### src/rtl/cpu_mode_pkg.sv
package cpu_mode_pkg;
  localparam int IM_W  = 2;
  localparam int SEL_W = 2;

  typedef enum logic [SEL_W-1:0] {
    SEL_EXT  = 2'b00,
    SEL_LONG = 2'b01,
    SEL_LOCK = 2'b10,
    SEL_NONE = 2'b11
  } modeSel_e;

  typedef struct packed {
    logic            setExt;
    logic            setLong;
    logic            clrLong;
    logic            setLock;
    logic            clrLock;
    logic            setIe;
    logic            clrIe;
    logic            loadIm;
    logic [IM_W-1:0] imVal;
  } ctlStb_t;
endpackage

### src/rtl/mode_cmd_ctrl.sv
module mode_cmd_ctrl
  import cpu_mode_pkg::*;
(
  input  logic             setModeStb,
  input  logic             resetModeStb,
  input  logic [SEL_W-1:0] modeSel,
  input  logic             eiStb,
  input  logic             diStb,
  input  logic             imStb,
  input  logic [IM_W-1:0]  imVal,
  output ctlStb_t          ctl
);
  modeSel_e selDec;

  always_comb begin
    selDec = modeSel_e'(modeSel);
    ctl = '0;
    unique case (selDec)
      // The reset-mode strobe aimed at the extended flag is dropped here.
      SEL_EXT:  ctl.setExt = setModeStb;
      SEL_LONG: begin
        ctl.setLong = setModeStb;
        ctl.clrLong = resetModeStb;
      end
      SEL_LOCK: begin
        ctl.setLock = setModeStb;
        ctl.clrLock = resetModeStb;
      end
      default: ; // SEL_NONE: no target
    endcase
    ctl.setIe  = eiStb;
    ctl.clrIe  = diStb;
    ctl.loadIm = imStb;
    ctl.imVal  = imVal;
  end
endmodule

### src/rtl/mode_flag_dp.sv
module mode_flag_dp
  import cpu_mode_pkg::*;
(
  input  logic            clk,
  input  logic            rstN,
  input  ctlStb_t         ctl,
  output logic            extMode,
  output logic            longWord,
  output logic            intEnable,
  output logic [IM_W-1:0] intMode,
  output logic            busLock
);
  always_ff @(posedge clk or negedge rstN) begin
    if (!rstN) begin
      extMode   <= 1'b0;
      longWord  <= 1'b0;
      intEnable <= 1'b0;
      intMode   <= '0;
      busLock   <= 1'b0;
    end else begin
      if (ctl.setExt) extMode <= 1'b1;
      if (ctl.clrLong)      longWord <= 1'b0;
      else if (ctl.setLong) longWord <= 1'b1;
      if (ctl.clrIe)        intEnable <= 1'b0;
      else if (ctl.setIe)   intEnable <= 1'b1;
      if (ctl.loadIm)       intMode <= ctl.imVal;
      if (ctl.clrLock)      busLock <= 1'b0;
      else if (ctl.setLock) busLock <= 1'b1;
    end
  end

  assert_ext_sticky_R2: assert property (@(posedge clk) disable iff (!rstN)
    !$fell(extMode));
  assert_long_clr_wins_R3: assert property (@(posedge clk) disable iff (!rstN)
    ctl.clrLong |=> !longWord);
  assert_ie_clr_wins_R4: assert property (@(posedge clk) disable iff (!rstN)
    ctl.clrIe |=> !intEnable);
  assert_im_load_R5: assert property (@(posedge clk) disable iff (!rstN)
    ctl.loadIm |=> (intMode == $past(ctl.imVal)));
  assert_lock_clr_wins_R6: assert property (@(posedge clk) disable iff (!rstN)
    ctl.clrLock |=> !busLock);
endmodule

### src/rtl/bus_grant_arb.sv
module bus_grant_arb (
  input  logic clk,
  input  logic rstN,
  input  logic busReq,
  input  logic busLock,
  output logic busGrant
);
  logic grantNext;

  always_comb begin
    if (busGrant) grantNext = busReq;             // hold until released
    else          grantNext = busReq && !busLock; // new grants only when unlocked
  end

  always_ff @(posedge clk or negedge rstN) begin
    if (!rstN) busGrant <= 1'b0;
    else       busGrant <= grantNext;
  end

  assert_grant_rise_R7: assert property (@(posedge clk) disable iff (!rstN)
    (busReq && !busLock && !busGrant) |=> busGrant);
  assert_grant_fall_R7: assert property (@(posedge clk) disable iff (!rstN)
    !busReq |=> !busGrant);
  assert_locked_no_grant_R8: assert property (@(posedge clk) disable iff (!rstN)
    (busLock && !busGrant) |=> !busGrant);
  assert_grant_held_R9: assert property (@(posedge clk) disable iff (!rstN)
    (busGrant && busReq) |=> busGrant);
endmodule

### src/rtl/cpu_mode_lock_ctrl.sv
module cpu_mode_lock_ctrl
  import cpu_mode_pkg::*;
(
  input  logic             clk,
  input  logic             rstN,
  input  logic             setModeStb,
  input  logic             resetModeStb,
  input  logic [SEL_W-1:0] modeSel,
  input  logic             eiStb,
  input  logic             diStb,
  input  logic             imStb,
  input  logic [IM_W-1:0]  imVal,
  input  logic             busReq,
  output logic             extMode,
  output logic             longWord,
  output logic             intEnable,
  output logic [IM_W-1:0]  intMode,
  output logic             busLock,
  output logic             busGrant
);
  ctlStb_t ctl;

  mode_cmd_ctrl uCtrl (
    .setModeStb(setModeStb), .resetModeStb(resetModeStb), .modeSel(modeSel),
    .eiStb(eiStb), .diStb(diStb), .imStb(imStb), .imVal(imVal), .ctl(ctl)
  );

  mode_flag_dp uDp (
    .clk(clk), .rstN(rstN), .ctl(ctl), .extMode(extMode), .longWord(longWord),
    .intEnable(intEnable), .intMode(intMode), .busLock(busLock)
  );

  bus_grant_arb uArb (
    .clk(clk), .rstN(rstN), .busReq(busReq), .busLock(busLock), .busGrant(busGrant)
  );

  assert_reset_state_R1: assert property (@(posedge clk)
    !rstN |-> (!extMode && !longWord && !intEnable && intMode == '0 && !busLock && !busGrant));
endmodule

### config.mk
export PLATFORM = sky130hd
export DESIGN_NAME = cpu_mode_lock_ctrl
export DESIGN_NICKNAME = d
export VERILOG_FILES = /design/src/rtl/cpu_mode_pkg.sv /design/src/rtl/mode_cmd_ctrl.sv /design/src/rtl/mode_flag_dp.sv /design/src/rtl/bus_grant_arb.sv /design/src/rtl/cpu_mode_lock_ctrl.sv
export SDC_FILE = /design/constraint.sdc
export NUM_CORES = 1
export LEC_CHECK = 0
export ABC_CLOCK_PERIOD_IN_PS = 1200
export BUFFER_PORTS_ARGS = -buffer_cell sky130_fd_sc_hd__buf_2
export CAP_MARGIN = 40
export CELL_PAD_IN_SITES_DETAIL_PLACEMENT = 0
export CELL_PAD_IN_SITES_GLOBAL_PLACEMENT = 1
export CORE_AREA = 2 2 39 41
export CTS_CLUSTER_DIAMETER = 80
export DETAILED_ROUTE_END_ITERATION = 16
export DIE_AREA = 0 0 41 43
export PLACE_DENSITY = 0.71
export SLEW_MARGIN = 10
export SYNTH_ARGS = -nofsm -noshare
export SYNTH_HDL_FRONTEND = slang
export SYNTH_HIERARCHICAL = 1
export SYNTH_SLANG_ARGS = --single-unit
### constraint.sdc
create_clock -name clk -period 1.2 [get_ports clk]
set_clock_uncertainty 0.1 [all_clocks]
set_input_delay 0.12 -clock clk [delete_from_list [all_inputs] [get_ports clk]]
set_output_delay 0.12 -clock clk [all_outputs]
set_load 0.005 [all_outputs]
Word level (Yosys, flattened, before mapping). Cells that the tools add are included.

Flip-flop bits (word level): 7. Input port bits: 12. Output and inout bits: 7. Word-level logic and storage cells: 24.

Eq/ne operators: 2. Mux-type cells: 10. Reductions and logical operators: 6.

Operators with widths (number): two-way mux 1 bit (8); nonzero test 2 bit (3); two-way mux 2 bit (2); equality test 2 x 1 -> 1 bit, second input constant (1); equality test 2 bit, second input constant (1); zero test 2 bit (1); logical AND 1 bit (1); zero test 1 bit (1).

Logic depth before layout (Yosys ltp).
Word-level depth: 4. Depth in mapped cells: 2. Mapped depth without buffers: 2.

Modules after synthesis. Netlist, hierarchy kept.

By module, submodules not included: mode_flag_dp (times used 1, cells an instance 12, area each 216.5 µm², sequential area each 150.1 µm²); mode_cmd_ctrl (times used 1, cells an instance 10, area each 80.1 µm², sequential area each 0.0 µm²); bus_grant_arb (times used 1, cells an instance 3, area each 36.3 µm², sequential area each 25.0 µm²).

Worst setup path after synthesis. No wires, ideal clock.

Kind: reg2reg. Start point: reg, netlist name uDp/intMode[0]. End point: reg uDp.intMode[0]. Library setup time: 0.125 ns. Arrival time: 0.623 ns. Data required time: 0.975 ns. Path slack: 0.352 ns. Stages on the path, launching flop included: 2. Clock period less this slack: 0.848 ns. Cell sequence: dfrtp_1 -> mux2_4.

RTL lines: end signal, assigned (RTL line mode_flag_dp.sv:26) `if (ctl.loadIm) intMode <= ctl.imVal;`; end, declared (RTL line mode_flag_dp.sv:10) `output logic [IM_W-1:0] intMode,`.

Final worst setup path.
Start point: reg uDp.busLock. End point: out busLock.

RTL lines: start, declared (RTL line mode_flag_dp.sv:11) `output logic busLock`; start signal, assigned (RTL line mode_flag_dp.sv:19) `busLock <= 1'b0;`; start signal, assigned (RTL line mode_flag_dp.sv:27) `if (ctl.clrLock) busLock <= 1'b0;`; start signal, assigned (RTL line mode_flag_dp.sv:28) `else if (ctl.setLock) busLock <= 1'b1;`; end, declared (RTL line cpu_mode_lock_ctrl.sv:18) `output logic busLock,`.

No word-level cell between the ends.

==> qor.csv <==
metric;value;unit
yosys-top-cells-area;dfrtp_1, buf_4, and3b_1, mux2_4, o21ba_1;
wire_per_inst;9.635;um
critPathMaxFanout;3;
drive_above_1_share;51.06;%
power_density;1218;nW/um^2
path_buf_inv;1;
clk_path_buf_depth;2;
dieHeight;43;um
utilization;34.81;%
cts_buffers;3;
setup_violations;0;
post-place-ws;360.4;ps
async_reset_ff_share;100.0;%
grt_start_max_net_pins;8;
drv_slew;0;
post_cts_buffers;0;
ctsHoldBuffers;4;
wirelength;607;um
rsz0062_at_grt;no;
initial_core_util;24.05;%
p_leak;0.2577;nW
die_area;1763;sq um
critPathKind;reg -> out;
cts_tree;built;
start_kind;register;
fin_ws;197.3;ps
syn-cell-area;332.8;sq um
clock_sinks;7;
critPathArrivalTime;780;ps
drc_errors;0;
coreArea;1384;sq um
vias_per_cell;4.079;
max_cap_viol_count;0;
synth_common_cells;dfrtp_1, buf_4, and3b_1;
avgSynthCellArea;13.31;sq um
max_freq;0.9973;GHz
yosysUniqueCellTypes;10;
cpMaxStageDelayCell;dfrtp_1;
yosysMostFrequentCell;dfrtp_1;
post_cts_resized;0;
grt_pass1_wl;910;um
row_count;14;
hold_viol_final;0;
period_needed;1003;ps
dr.first_iter.drc_count;10;
antenna_left;0;
fin_crit_sh;83.56;%
clock-root-buffer;clkbuf_4;
dp_hpwl;433.6;um
overflow;0;
ys_seq_area_share;52.63;%
antenna_found_initial;0;
hold_path_class;in -> reg;
grtUsageTotal;8.595;%
die_w;41;um
crit_family;flip-flops;
status;finished, final reports clean;
yosysTopAreaCell;dfrtp_1;
io_pins;19;
cp.required;980;ps
netlist_instances;25;
ys_ff_latch;7;
clock_latency;250;ps
worst_slew_pin_slew;163.6;ps
io_buffers;18;
path_cells;buf_2;
path_clk_slew;50;ps
fill_cells;136;
layout.nets;60;
place.gp.congestion;0.5931;
relSlewSlack;89.09;%
cp_slowest_stage_delay;390;ps
syn_to_final_growth;44.74;%
synth_nets;37;
vias;257;
grt_pass1_vias;237;
first_pass_iters;2;
tns;0;ps
ys_warn_count;6;
synth-edff-count;0;
synth_top_area_share;52.63;%
htree_num_levels;1;
worstSetupEndpointType;output port;
diodes;0;
vdd_ir_drop_max;0.6321;mV
synth_top_flop_cell;dfrtp_1;
layer usage:
layer,track usage [%],share of wire (%),vias to the layer above
met5,0,0,-
met4,4.000,0.99,0
met3,10.47,18,2
met2,10.31,39,22
met1,8.553,43,109
li1,-,-,124
layout make-up:
type                            instances  area, sq um  area share [%]
Sequential cell                         7        175.2           36.36
Clock buffer                            4        26.28           5.455
Tap cell                               16        20.02           4.156
Timing Repair Buffer                   23        140.1           29.09
Inverter                                1        3.754          0.7792
Multi-Input combinational cell         12        116.4           24.16
cells by family after synthesis:
kind of cell           Yosys count  synth area share, %
flip-flops                       7                52.63
AND/OR/NAND/NOR                  6                14.66
buffers and inverters            6                12.41
AO/OA/AOI/OAI                    4                11.28
multiplexers                     2                9.023
through the flow:
step           hold slack [ps]  total power [mW]  std cells  cell area, sq um
2_1_floorplan           -275.6            0.3242         25             332.8
3_3_place_gp            -138.1            0.3636         54             405.4
3_5_place_dp            -137.3            0.3644         54             405.4
4_1_cts                  3.279            0.5952         62             471.7
5_1_grt                  3.418            0.6367         63             481.7
6_report                 11.82            0.5867         63             481.7
registers in the layout (all words and copies together) (netlist names):
name / count
uDp/extMode: 1
uDp/busLock: 1
uArb/busGrant: 1
uDp/intEnable: 1
uDp/longWord: 1
uDp/intMode: 2
final timing paths:
path / start / to / slack, ps / depth (start not counted)
min reg2reg: uDp/extMode / uDp/extMode / 360 / 1
max in group asynchronous: rstN / uDp/intMode[1] / 710 / 2
max reg2reg: uDp/intMode[0] / uDp/intMode[0] / 350 / 1
min in group asynchronous: rstN / uDp/busLock / 130 / 2
max: uDp/busLock / busLock / 200 / 1
min: diStb / uDp/intEnable / 10 / 2
where the power goes:
part	internal, mW	leakage (nW)	total, mW	switching (mW)
registers	0.260	0.0809	0.272	0.0125
clock network	0.127	0.0150	0.214	0.0873
logic	0.0654	0.162	0.100	0.0347
total	0.452	0.258	0.587	0.134
cell usage in the layout, fill, tap and decap left out, types with 2 or more instances in the layout:
master         synthesis  routed
clkbuf_4               0       3
and3b_1                4       4
buf_2                  0      18
dlygate4sd3_1          0       5
mux2_4                 2       2
o21ba_1                2       2
dfrtp_1                7       7
No activity file was read; power rests on OpenSTA's default activity.
